[src/rtl/sram_ctrl_pkg.sv]
package sram_ctrl_pkg;

  typedef enum logic [2:0] {
    ST_IDLE,
    ST_W_SETUP,
    ST_W_PULSE,
    ST_W_HOLD,
    ST_R_ACCESS,
    ST_R_DONE
  } seq_state_e;

  // ceil(t/clk), never below one clock
  function automatic int unsigned ps_to_cycles(input int unsigned t_ps, input int unsigned clk_ps);
    int unsigned c;
    c = (t_ps + clk_ps - 1) / clk_ps;
    return (c == 0) ? 1 : c;
  endfunction

endpackage

[src/rtl/sram_wait_timer.sv]
module sram_wait_timer #(
  parameter int unsigned CNT_W = 2
) (
  input  logic             clk_i,
  input  logic             rst_ni,
  input  logic             load_i,
  input  logic [CNT_W-1:0] load_val_i,
  output logic             done_o
);

  logic [CNT_W-1:0] cnt_q;

  always_ff @(posedge clk_i or negedge rst_ni) begin
    if (!rst_ni)              cnt_q <= '0;
    else if (load_i)          cnt_q <= load_val_i;
    else if (cnt_q != '0)     cnt_q <= cnt_q - 1'b1;
  end

  assign done_o = (cnt_q == '0);

  p_timer_parks_r9: assert property (@(posedge clk_i) disable iff (!rst_ni)
    (!load_i && done_o) |=> done_o);

endmodule

[src/rtl/sram_dq_path.sv]
module sram_dq_path #(
  parameter int unsigned ADDR_W = 17,
  parameter int unsigned DATA_W = 8
) (
  input  logic              clk_i,
  input  logic              rst_ni,
  input  logic              accept_i,
  input  logic [ADDR_W-1:0] addr_i,
  input  logic [DATA_W-1:0] wdata_i,
  input  logic              capture_i,
  input  logic [DATA_W-1:0] dq_i,
  output logic [ADDR_W-1:0] addr_o,
  output logic [DATA_W-1:0] dq_o,
  output logic [DATA_W-1:0] rdata_o
);

  logic [ADDR_W-1:0] addr_q;
  logic [DATA_W-1:0] wdata_q;
  logic [DATA_W-1:0] rdata_q;

  // address and write byte frozen for the whole access
  always_ff @(posedge clk_i or negedge rst_ni) begin
    if (!rst_ni) begin
      addr_q  <= '0;
      wdata_q <= '0;
    end else if (accept_i) begin
      addr_q  <= addr_i;
      wdata_q <= wdata_i;
    end
  end

  always_ff @(posedge clk_i or negedge rst_ni) begin
    if (!rst_ni)        rdata_q <= '0;
    else if (capture_i) rdata_q <= dq_i;
  end

  assign addr_o  = addr_q;
  assign dq_o    = wdata_q;
  assign rdata_o = rdata_q;

  p_rdata_only_on_capture_r6: assert property (@(posedge clk_i) disable iff (!rst_ni)
    !capture_i |=> $stable(rdata_o));

endmodule

[src/rtl/sram_seq_fsm.sv]
module sram_seq_fsm
  import sram_ctrl_pkg::*;
#(
  parameter int unsigned CNT_W    = 2,
  parameter int unsigned WP_LOAD  = 1,
  parameter int unsigned ACC_LOAD = 2
) (
  input  logic             clk_i,
  input  logic             rst_ni,
  input  logic             req_valid_i,
  input  logic             req_we_i,
  input  logic             tmr_done_i,
  output logic             tmr_load_o,
  output logic [CNT_W-1:0] tmr_val_o,
  output logic             accept_o,
  output logic             capture_o,
  output logic             ready_o,
  output logic             rsp_valid_o,
  output logic             ce_no,
  output logic             we_no,
  output logic             oe_no,
  output logic             dq_oe_o
);

  seq_state_e state_q, state_d;

  assign accept_o  = (state_q == ST_IDLE) && req_valid_i;
  assign capture_o = (state_q == ST_R_ACCESS) && tmr_done_i;

  // read window is armed on accept, write pulse on setup
  assign tmr_load_o = (accept_o && !req_we_i) || (state_q == ST_W_SETUP);
  assign tmr_val_o  = (state_q == ST_W_SETUP) ? CNT_W'(WP_LOAD) : CNT_W'(ACC_LOAD);

  always_comb begin
    state_d = state_q;
    unique case (state_q)
      ST_IDLE:     if (req_valid_i) state_d = req_we_i ? ST_W_SETUP : ST_R_ACCESS;
      ST_W_SETUP:  state_d = ST_W_PULSE;
      ST_W_PULSE:  if (tmr_done_i) state_d = ST_W_HOLD;
      ST_W_HOLD:   state_d = ST_IDLE;
      ST_R_ACCESS: if (tmr_done_i) state_d = ST_R_DONE;
      ST_R_DONE:   state_d = ST_IDLE;
      default:     state_d = ST_IDLE;
    endcase
  end

  always_ff @(posedge clk_i or negedge rst_ni) begin
    if (!rst_ni) state_q <= ST_IDLE;
    else         state_q <= state_d;
  end

  // pin flops fed from next state: glitch-free strobes, same-edge timing
  logic ce_q, we_q, oe_q, dqoe_q, ready_q, rsp_q;

  always_ff @(posedge clk_i or negedge rst_ni) begin
    if (!rst_ni) begin
      ce_q    <= 1'b1;
      we_q    <= 1'b1;
      oe_q    <= 1'b1;
      dqoe_q  <= 1'b0;
      ready_q <= 1'b1;
      rsp_q   <= 1'b0;
    end else begin
      ce_q    <= (state_d == ST_IDLE);
      we_q    <= (state_d != ST_W_PULSE);
      oe_q    <= (state_d != ST_R_ACCESS);
      dqoe_q  <= (state_d == ST_W_SETUP) || (state_d == ST_W_PULSE) || (state_d == ST_W_HOLD);
      ready_q <= (state_d == ST_IDLE);
      rsp_q   <= (state_d == ST_R_DONE);
    end
  end

  assign ce_no       = ce_q;
  assign we_no       = we_q;
  assign oe_no       = oe_q;
  assign dq_oe_o     = dqoe_q;
  assign ready_o     = ready_q;
  assign rsp_valid_o = rsp_q;

  p_idle_quiet_r1: assert property (@(posedge clk_i) disable iff (!rst_ni)
    ready_o |-> (ce_no && we_no && oe_no && !dq_oe_o && !rsp_valid_o));

  p_we_needs_ce_r3: assert property (@(posedge clk_i) disable iff (!rst_ni)
    !we_no |-> (!ce_no && oe_no && dq_oe_o));

  p_hold_after_we_r4: assert property (@(posedge clk_i) disable iff (!rst_ni)
    $rose(we_no) |-> (dq_oe_o && !ce_no));

  p_read_bus_free_r5: assert property (@(posedge clk_i) disable iff (!rst_ni)
    !oe_no |-> (!ce_no && we_no && !ready_o));

  p_rsp_pulse_r6: assert property (@(posedge clk_i) disable iff (!rst_ni)
    rsp_valid_o |=> !rsp_valid_o);

  p_no_contention_r7: assert property (@(posedge clk_i) disable iff (!rst_ni)
    !(dq_oe_o && !ce_no && !oe_no && we_no));

  p_turnaround_r8: assert property (@(posedge clk_i) disable iff (!rst_ni)
    $rose(dq_oe_o) |-> ($past(oe_no) && oe_no));

endmodule

[src/rtl/sram_async_ctrl.sv]
module sram_async_ctrl
  import sram_ctrl_pkg::*;
#(
  parameter int unsigned ADDR_W    = 17,
  parameter int unsigned DATA_W    = 8,
  parameter int unsigned CLK_PS    = 5000,
  parameter int unsigned T_WP_PS   = 7000,
  parameter int unsigned T_ACC_PS  = 12000
) (
  input  logic              clk_i,
  input  logic              rst_ni,
  input  logic              req_valid_i,
  output logic              req_ready_o,
  input  logic              req_we_i,
  input  logic [ADDR_W-1:0] req_addr_i,
  input  logic [DATA_W-1:0] req_wdata_i,
  output logic              rsp_valid_o,
  output logic [DATA_W-1:0] rsp_rdata_o,
  output logic              sram_ce_no,
  output logic              sram_we_no,
  output logic              sram_oe_no,
  output logic [ADDR_W-1:0] sram_addr_o,
  output logic [DATA_W-1:0] sram_dq_o,
  output logic              sram_dq_oe_o,
  input  logic [DATA_W-1:0] sram_dq_i
);

  localparam int unsigned WP_CYC  = ps_to_cycles(T_WP_PS, CLK_PS);
  localparam int unsigned ACC_CYC = ps_to_cycles(T_ACC_PS, CLK_PS);
  localparam int unsigned MAX_CYC = (WP_CYC > ACC_CYC) ? WP_CYC : ACC_CYC;
  localparam int unsigned CNT_W   = (MAX_CYC < 2) ? 1 : $clog2(MAX_CYC);

  logic             tmr_load, tmr_done, accept, capture;
  logic [CNT_W-1:0] tmr_val;

  sram_wait_timer #(.CNT_W(CNT_W)) u_timer (
    .clk_i      (clk_i),
    .rst_ni     (rst_ni),
    .load_i     (tmr_load),
    .load_val_i (tmr_val),
    .done_o     (tmr_done)
  );

  sram_seq_fsm #(
    .CNT_W    (CNT_W),
    .WP_LOAD  (WP_CYC - 1),
    .ACC_LOAD (ACC_CYC - 1)
  ) u_fsm (
    .clk_i       (clk_i),
    .rst_ni      (rst_ni),
    .req_valid_i (req_valid_i),
    .req_we_i    (req_we_i),
    .tmr_done_i  (tmr_done),
    .tmr_load_o  (tmr_load),
    .tmr_val_o   (tmr_val),
    .accept_o    (accept),
    .capture_o   (capture),
    .ready_o     (req_ready_o),
    .rsp_valid_o (rsp_valid_o),
    .ce_no       (sram_ce_no),
    .we_no       (sram_we_no),
    .oe_no       (sram_oe_no),
    .dq_oe_o     (sram_dq_oe_o)
  );

  sram_dq_path #(.ADDR_W(ADDR_W), .DATA_W(DATA_W)) u_dq (
    .clk_i     (clk_i),
    .rst_ni    (rst_ni),
    .accept_i  (accept),
    .addr_i    (req_addr_i),
    .wdata_i   (req_wdata_i),
    .capture_i (capture),
    .dq_i      (sram_dq_i),
    .addr_o    (sram_addr_o),
    .dq_o      (sram_dq_o),
    .rdata_o   (rsp_rdata_o)
  );

  p_addr_stable_r4: assert property (@(posedge clk_i) disable iff (!rst_ni)
    (!sram_ce_no && $past(!sram_ce_no)) |-> ($stable(sram_addr_o) && $stable(sram_dq_o)));

  p_accept_drops_ready_r2: assert property (@(posedge clk_i) disable iff (!rst_ni)
    (req_valid_i && req_ready_o) |=> (!req_ready_o && !sram_ce_no));

endmodule

[config.mk]
export PLATFORM = sky130hd
export DESIGN_NAME = sram_async_ctrl
export DESIGN_NICKNAME = d
export VERILOG_FILES = /design/src/rtl/sram_ctrl_pkg.sv /design/src/rtl/sram_wait_timer.sv /design/src/rtl/sram_dq_path.sv /design/src/rtl/sram_seq_fsm.sv /design/src/rtl/sram_async_ctrl.sv
export SDC_FILE = /design/constraint.sdc
export NUM_CORES = 1
export LEC_CHECK = 0
export BUFFER_PORTS_ARGS = -buffer_cell sky130_fd_sc_hd__clkbuf_2
export CORE_ASPECT_RATIO = 1.5
export CORE_MARGIN = 10
export CORE_UTILIZATION = 47
export CTS_CLUSTER_SIZE = 16
export DETAILED_ROUTE_END_ITERATION = 16
export PLACE_DENSITY = 0.78
export REMOVE_ABC_BUFFERS = 1
export SYNTH_ARGS = -nofsm -noshare
export SYNTH_HDL_FRONTEND = slang
export SYNTH_SLANG_ARGS = --single-unit
[constraint.sdc]
create_clock -name clk_i -period 2.5 [get_ports clk_i]
set_clock_uncertainty 0.2 [all_clocks]
set_input_delay 0.375 -clock clk_i [delete_from_list [all_inputs] [get_ports clk_i]]
set_output_delay 0.375 -clock clk_i [all_outputs]
set_load 0.1 [all_outputs]
==> run_results.csv, run 1 <==
group,metric,value,unit
drt,vias,1158,
placement,gp_congestion,0.741,
run,cap_viol_max_count,0,
cts,cts_tree,"yes",
global_route,grt_max_degree,23,
cells_and_area,nFillCells,283,
timing,layout_setup_ws,0.639,ns
yosys,async_flop_share,100,%
floorplan,dieArea,6690,um2
global_route,antenna_found_initial,0,
placement,post-place-ws,0.687,ns
global_route,grt_pass1_vias,1332,
floorplan,die_w,70.2,um
timing,slew_viol_final,0,
cells_and_area,insertedDiodeCount,0,
worst_setup_path,crit_arrival,1.29,ns
cells_and_area,syn_to_final_growth,29.1,%
yosys,synth_cells,110,
worst_setup_path,slowest_stage,"dfstp_2",
yosys,synth-seq-cells,43,
yosys,ys_seq_area_share,60.7,%
drt,postRouteAntennaNets,0,
outcome,status,"finished clean",
yosys,synth_area_leaders,"dfrtp_1 (56%), mux2_4 (17%), mux2_2 (8.2%), dfstp_2 (4.4%), buf_6 (2.5%)",
placement,hpwl,3280,um
cells_and_area,nets,227,
worst_hold_path,hp-class,"in2reg",
yosys,post-synth-top-area-cell,"dfrtp_1",
floorplan,start_util,48.7,%
drt,drtIter0Drc,29,
worst_setup_path,critPathKind,"reg2out",
cts,numCtsBuffers,5,
timing,hold_viol,0,
yosys,yosysUniqueCellTypes,23,
yosys,netlist_area,1780,um2
timing,finalCritPeriodShare,74.5,%
yosys,yosysWarnings,0,
worst_setup_path,cp-end-kind,"output port",
cts,cts_htree_levels,2,
cts,clock_latency,0.29,ns
yosys,synth_top_cell_area_share,56.3,%
cells_and_area,final_common_cell,"clkbuf_2",
global_route,globalRouteOverflowTotal,0,
cts,clk_root_buffer_cell,"clkbuf_8",
timing,worstMarginPinSlew,0.567,ns
worst_setup_path,crit_chain,"clkbuf_2",
drt,wl_per_cell,17.5,um
yosys,synth-edff-count,0,
timing,rsz0062_at_grt,"no",
cts,cts_sinks,43,
drt,dr.pass1.iters,4,
floorplan,rows,27,
global_route,grtUsageTotal,12.4,%
worst_setup_path,critPathLaunchType,"flip-flop",
yosys,synth_flop_cell,"dfrtp_1",
yosys,synth.avg_cell_area,16.2,um2
floorplan,ios,76,
cells_and_area,regArea,1080,um2
drt,avgViaCountPerCell,4.97,
worst_setup_path,critPathTopFamily,"flip-flops",
worst_setup_path,worstPathRequired,1.92,ns
floorplan,design.core.area,3650,um2
cells_and_area,final_cell_mix,"clkbuf_2 (75), dfrtp_1 (40), mux2_4 (20)",
timing,max_slew_margin,62.4,%
cells_and_area,multiInputGateArea,628,um2
cts,cts_resized,0,
timing,max_clock_freq,537,MHz
cts,postCtsSetupRepairBufs,0,
timing,period_needed,1.86,ns
floorplan,die_y,95.3,um
global_route,grt_pass1_wl,6610,um
worst_setup_path,cp_max_fo,2,
cts,ctsLongestPathBuffers,2,
worst_setup_path,path_buf_inv,1,
drt,wirelength,4080,um
worst_setup_path,slowest_delay,0.54,ns
placement,io_buffers,75,
cts,clk_pin_slew_worst_paths,0.09,ns
drt,drc,0,
timing,finalSetupViolations,0,
cells_and_area,drive_gt1_share,64.7,%
-- layer usage --
metal	part of all wire [%]	routed length (um)	track usage, %
met3	7.1	290	4.89
met2	55	2260	21.3
met4	1.8	72	6.77
met1	36	1460	12.7
met5	0	0	0
-- metrics by stage --
stage / hold WS (ns) / instance area, um2 / TNS, ns / std cells / utilization (%)
after CTS: 0.0963 / 2290 / 0 / 233 / 62.9
after global placement: 0.165 / 2170 / 0 / 224 / 59.4
after detailed placement: 0.176 / 2170 / 0 / 224 / 59.4
after floorplan: -0.121 / 1720 / -0.296 / 103 / -
final: 0.0999 / 2290 / 0 / 233 / 62.9
after global routing: 0.0901 / 2290 / 0 / 233 / 62.9
-- cell type report --
cell class / instances / share of cell area [%]
timing repair buffer: 79 / 17.8
tap: 43 / 2.34
clock buffer: 6 / 3.60
sequential: 43 / 47.1
multi-input combinational: 58 / 27.4
inverter: 2 / 0.327
clock inverter: 2 / 1.53
-- state kept, by name, indices dropped and copies added, names as in the netlist, 2 cells and up --
signal,cells
u_dq.addr_o,17
u_fsm.state_q,3
u_timer.cnt_q,2
u_dq.dq_o,8
u_dq.rdata_o,8
-- synthesized netlist by cell type (3+ instances only) --
master / n
dfstp_2: 3
mux2_4: 20
nand2b_1: 3
mux2_2: 13
nor2_1: 3
buf_6: 4
dfrtp_1: 40
-- cells by family after synthesis --
logic type	count (synthesis)	synth area share, %
adder cells (fa/ha/maj)	1	0.704
buffers and inverters	9	3.94
flip-flops	43	60.7
AND/OR/NAND/NOR	14	5.42
AO/OA/AOI/OAI	7	2.60
multiplexers	33	25.1
XOR/XNOR	3	1.48
-- worst paths after layout --
path / slack, ns / endpoint / from / cells after the start
setup / recovery: 0.64 / req_ready_o / u_fsm.ce_no / 1
hold / removal: 0.1 / u_dq.addr_o[10] / req_addr_i[10] / 2
setup reg to reg: 0.69 / u_dq.addr_o[4] / u_fsm.state_q[0] / 3
hold reg to reg: 0.31 / u_dq.addr_o[0] / u_dq.addr_o[0] / 1
max in group asynchronous: 1.03 / u_dq.addr_o[11] / rst_ni / 3
min in group asynchronous: 0.39 / u_dq.dq_o[1] / rst_ni / 2
-- repair_timing --
item,CTS,global route
hold endpoints to repair,18,0
endpoints found under the setup margin,0,0
hold buffers,1,0
Power of run 1 is left out: the tool's default activity adds up to more than one toggle a clock period on the data nets, which glitch-free logic cannot reach.
==> inputs of run 2 (changes only) <==
--- a/config.mk
+++ b/config.mk
@@ -8,10 +8,10 @@
 export BUFFER_PORTS_ARGS = -buffer_cell sky130_fd_sc_hd__clkbuf_2
 export CORE_ASPECT_RATIO = 1.5
 export CORE_MARGIN = 10
-export CORE_UTILIZATION = 47
+export CORE_UTILIZATION = 42
 export CTS_CLUSTER_SIZE = 16
 export DETAILED_ROUTE_END_ITERATION = 16
-export PLACE_DENSITY = 0.78
+export PLACE_DENSITY = 0.74
 export REMOVE_ABC_BUFFERS = 1
 export SYNTH_ARGS = -nofsm -noshare
 export SYNTH_HDL_FRONTEND = slang
==> constraint.sdc (replaced) <==
create_clock -name clk_i -period 1.5 [get_ports clk_i]
set_clock_uncertainty 0.2 [all_clocks]
set_input_delay 0.225 -clock clk_i [delete_from_list [all_inputs] [get_ports clk_i]]
set_output_delay 0.225 -clock clk_i [all_outputs]
set_load 0.1 [all_outputs]
==> run_results.csv, run 2 (same netlist as run 1, synthesis figures left out) <==
group,metric,value,unit
floorplan,rows,28,
cells_and_area,insertedDiodeCount,0,
drt,drtIter0Drc,107,
cts,clk_pin_slew_worst_paths,0.08,ns
drt,vias,1512,
cells_and_area,final_cell_mix,"buf_12 (41), dfrtp_1 (38), clkbuf_2 (36)",
floorplan,die_w,73.1,um
cts,numCtsBuffers,5,
worst_setup_path,critPathLaunchType,"flip-flop",
global_route,grt.met3_usage,7.86,%
floorplan,die_y,99.7,um
global_route,grt-busiest-layer,"met2",
cells_and_area,nets,276,
global_route,globalRouteOverflowTotal,0,
worst_setup_path,cp_max_fo,7,
worst_setup_path,cp-end-kind,"flip-flop",
placement,gp_congestion,0.802,
drt,drc,0,
timing,worstMarginPinSlew,0.239,ns
cts,clk_root_buffer_cell,"clkbuf_8",
cells_and_area,final_common_cell,"buf_12",
global_route,grt_max_degree,44,
drt,dr.pass1.iters,4,
cells_and_area,nFillCells,142,
timing,period_needed,1.72,ns
timing,slew_viol_final,0,
placement,hpwl,3960,um
placement,post-place-ws,-0.236,ns
global_route,grt_pass1_wl,10300,um
cts,cts_htree_levels,2,
cells_and_area,drive_gt1_share,62.8,%
cells_and_area,largest_reg_flops,17,
cts,ctsLongestPathBuffers,2,
global_route,antenna_found_initial,0,
cts,clock_latency,0.30,ns
global_route,grt_pass1_vias,1697,
floorplan,start_util,44.1,%
timing,rsz0062_at_grt,"yes",
cells_and_area,utilization,86.7,%
global_route,grt_use_met2,31.4,%
outcome,status,"finished, violations left",
worst_hold_path,hp-class,"in2reg",
worst_setup_path,critPathKind,"reg2reg",
worst_setup_path,crit_arrival,1.70,ns
drt,postRouteAntennaNets,0,
cts,cts_tree,"yes",
timing,layout_setup_ws,-0.218,ns
cts,cts_sinks,43,
floorplan,design.core.area,4030,um2
cells_and_area,regArea,1080,um2
timing,holdWs,0.132,ns
timing,max_clock_freq,582,MHz
drt,wl_per_cell,27.5,um
global_route,grtUsageTotal,18.8,%
drt,avgViaCountPerCell,5.32,
global_route,met1_usage,20.3,%
run,cap_viol_max_count,0,
timing,max_slew_margin,84.0,%
outcome,violations,"negative setup slack",
worst_setup_path,worstPathRequired,1.48,ns
placement,io_buffers,75,
timing,finalSetupViolations,39,
timing,finalCritPeriodShare,115,%
drt,wirelength,7820,um
cells_and_area,multiInputGateArea,741,um2
cells_and_area,syn_to_final_growth,96.6,%
timing,hold_viol,0,
floorplan,dieArea,7290,um2
floorplan,ios,76,
==> run 2: cell types whose count changed in the layout (fill, tap and decap cells not counted), moves of 2 or more <==
| cell | previous run | this run |
|---|---|---|
| dlygate4sd3_1 | 1 | 34 |
| dfrtp_1 | 40 | 38 |
| clkbuf_16 | 0 | 2 |
| buf_12 | 0 | 41 |
| mux2_4 | 20 | 31 |
| mux2_2 | 13 | 2 |
| clkbuf_2 | 75 | 36 |
| dfrtp_2 | 0 | 2 |
| buf_4 | 3 | 14 |
==> run 2: path summary, 6_finish.rpt <==
check,from,endpoint,slack [ns],depth (start not counted)
worst max-delay path,u_fsm.state_q[1],u_dq.dq_o[7],-0.22,4
worst min-delay path,req_we_i,u_timer.cnt_q[0],0.13,3
worst max register to register,u_fsm.state_q[1],u_dq.dq_o[7],-0.22,4
worst min register to register,u_dq.rdata_o[6],u_dq.rdata_o[6],0.38,1
max in group asynchronous,rst_ni,u_fsm.ce_no,0.55,3
min in group asynchronous,rst_ni,u_dq.addr_o[9],0.26,3
==> run 2: cell type report <==
| cell class | count | area share, % |
|---|---|---|
| inverter | 2 | 0.215 |
| multi-input combinational | 58 | 21.2 |
| clock buffer | 8 | 2.86 |
| sequential | 43 | 31.0 |
| timing repair buffer | 128 | 43.1 |
| tap | 45 | 1.61 |
==> run 2: layer usage <==
metal | share of wire [%] | wire, um
met3 | 8.4 | 654
met5 | 0 | 0
met2 | 53 | 4120
met4 | 4.4 | 347
met1 | 35 | 2700
==> run 2: critical path, cell delays in order (launching register included) <==
cell       delay, ns
dfrtp_2         0.46
nor4b_4         0.30
buf_4           0.18
clkbuf_16       0.16
mux2_4          0.31
==> run 2: stage by stage <==
| step | setup TNS (ns) | cell area [um2] | cells |
|---|---|---|---|
| after floorplan | -28.25 | 1720 | 103 |
| after global placement | -4.77 | 2860 | 235 |
| after detailed placement | -6.40 | 2860 | 235 |
| after CTS | -5.87 | 3380 | 279 |
| after global routing | -8.28 | 3490 | 284 |
| final | -6.81 | 3490 | 284 |
==> run 2: repair_timing <==
action / in CTS / in global routing
pin swaps: 1 / 5
resized for setup: 15 / 12
hold buffers: 33 / 1
setup buffers: 3 / 2
cloned: 1 / 2
setup endpoints to repair: 37 / 40
endpoints found under the hold margin: 75 / 1
Power of run 2 is left out for the same reason.
==> inputs of run 3 (changes only) <==
--- a/config.mk
+++ b/config.mk
@@ -12,6 +12,7 @@
 export CTS_CLUSTER_SIZE = 16
 export DETAILED_ROUTE_END_ITERATION = 16
 export PLACE_DENSITY = 0.74
+export RECOVER_POWER = 50
 export REMOVE_ABC_BUFFERS = 1
 export SYNTH_ARGS = -nofsm -noshare
 export SYNTH_HDL_FRONTEND = slang
==> run_results.csv, run 3 (same netlist as run 1, synthesis figures left out) <==
group,metric,value,unit
outcome,status,"finished, violations left",
outcome,violations,"negative setup slack",
cells_and_area,nets,276,
timing,rsz0062_at_grt,"yes",
timing,worstMarginPinSlew,0.593,ns
cts,clk_root_buffer_cell,"clkbuf_8",
drt,postRouteAntennaNets,0,
timing,finalSetupViolations,39,
drt,avgViaCountPerCell,5.38,
cells_and_area,largest_reg_flops,17,
timing,finalCritPeriodShare,115,%
cts,numCtsBuffers,5,
global_route,grt_pass1_vias,1697,
floorplan,rows,28,
floorplan,start_util,44.1,%
worst_setup_path,critPathKind,"reg2reg",
timing,hold_viol,0,
worst_setup_path,worstPathRequired,1.48,ns
global_route,grt_max_degree,44,
cells_and_area,regArea,1080,um2
floorplan,dieArea,7290,um2
cts,cts_sinks,43,
cells_and_area,syn_to_final_growth,95.8,%
worst_hold_path,hp-class,"in2reg",
cts,clock_latency,0.30,ns
drt,dr.pass1.iters,4,
cells_and_area,nFillCells,144,
worst_setup_path,cp_max_fo,7,
run,cap_viol_max_count,0,
drt,drtIter0Drc,137,
cells_and_area,final_common_cell,"buf_12",
drt,drc,0,
worst_hold_path,whs_path_depth,3,
global_route,antenna_found_initial,0,
cts,cts_htree_levels,2,
floorplan,design.core.area,4030,um2
drt,vias,1527,
placement,hpwl,3960,um
cells_and_area,final_cell_mix,"buf_12 (40), dfrtp_1 (38), clkbuf_2 (36)",
worst_setup_path,r2r_cells,4,
placement,gp_congestion,0.802,
global_route,grt_pass1_wl,10300,um
global_route,grtUsageTotal,18.8,%
timing,slew_viol_final,0,
floorplan,ios,76,
cells_and_area,insertedDiodeCount,0,
cts,clk_pin_slew_worst_paths,0.08,ns
placement,placedCellCount,235,
global_route,globalRouteOverflowTotal,0,
cts,ctsLongestPathBuffers,2,
worst_setup_path,critPathLaunchType,"flip-flop",
cts,cts_tree,"yes",
floorplan,die_y,99.7,um
cells_and_area,drive_gt1_share,62.8,%
timing,max_clock_freq,580,MHz
worst_setup_path,cp-end-kind,"flip-flop",
placement,io_buffers,75,
timing,period_needed,1.73,ns
cells_and_area,stdcell_count,284,
drt,wl_per_cell,27.5,um
timing,layout_setup_ws,-0.225,ns
timing,max_slew_margin,60.4,%
floorplan,die_w,73.1,um
drt,wirelength,7820,um
cells_and_area,multiInputGateArea,741,um2
worst_setup_path,crit_arrival,1.71,ns
[run 3: area by class of cell]
cell class / instances / area share, %
sequential: 43 / 31.1
multi-input combinational: 58 / 21.3
clock buffer: 8 / 2.87
timing repair buffer: 128 / 42.9
inverter: 2 / 0.216
tap: 45 / 1.62
[run 3: worst paths after layout]
path | startpoint | to | slack [ns]
max | u_fsm.state_q[1] | u_dq.dq_o[7] | -0.23
min | req_we_i | u_timer.cnt_q[0] | 0.13
max reg2reg | u_fsm.state_q[1] | u_dq.dq_o[7] | -0.23
min reg2reg | u_dq.rdata_o[6] | u_dq.rdata_o[6] | 0.38
max in group asynchronous | rst_ni | u_fsm.state_q[1] | 0.24
min in group asynchronous | rst_ni | u_dq.addr_o[9] | 0.40
[run 3: routing by layer]
layer / global-route usage, % / share of wire [%]
met4: 6.89 / 4.7
met5: 0 / 0
met1: 20.3 / 34
met3: 7.86 / 8.3
met2: 31.4 / 53
[run 3: critical path, stage by stage (launching register included)]
cell and delay, ns:
dfrtp_2 0.46, nor4b_4 0.30, buf_4 0.18, clkbuf_16 0.15, mux2_4 0.31
[run 3: through the flow]
| step | setup TNS (ns) | cell area [um2] | utilization [%] | hold WS, ns | worst slack, ns |
|---|---|---|---|---|---|
| floorplan | -28.25 | 1720 | - | -0.271 | -1.06 |
| global placement | -4.77 | 2860 | 71.0 | 0.0128 | -0.186 |
| detailed placement | -6.40 | 2860 | 71.0 | 0.0208 | -0.236 |
| CTS | -5.87 | 3380 | 83.8 | 0.00213 | -0.230 |
| global route | -8.28 | 3480 | 86.4 | 0.139 | -0.266 |
| finish | -6.82 | 3480 | 86.4 | 0.127 | -0.225 |
[run 3: repair_timing]
action / CTS / global route
setup buffers: 3 / 2
hold buffers: 33 / 1
endpoints found under the hold margin: 75 / 1
gates cloned: 1 / 2
setup endpoints to repair: 37 / 40
gates resized for setup: 15 / 12
pin swaps: 1 / 5
Power of run 3 is left out for the same reason.
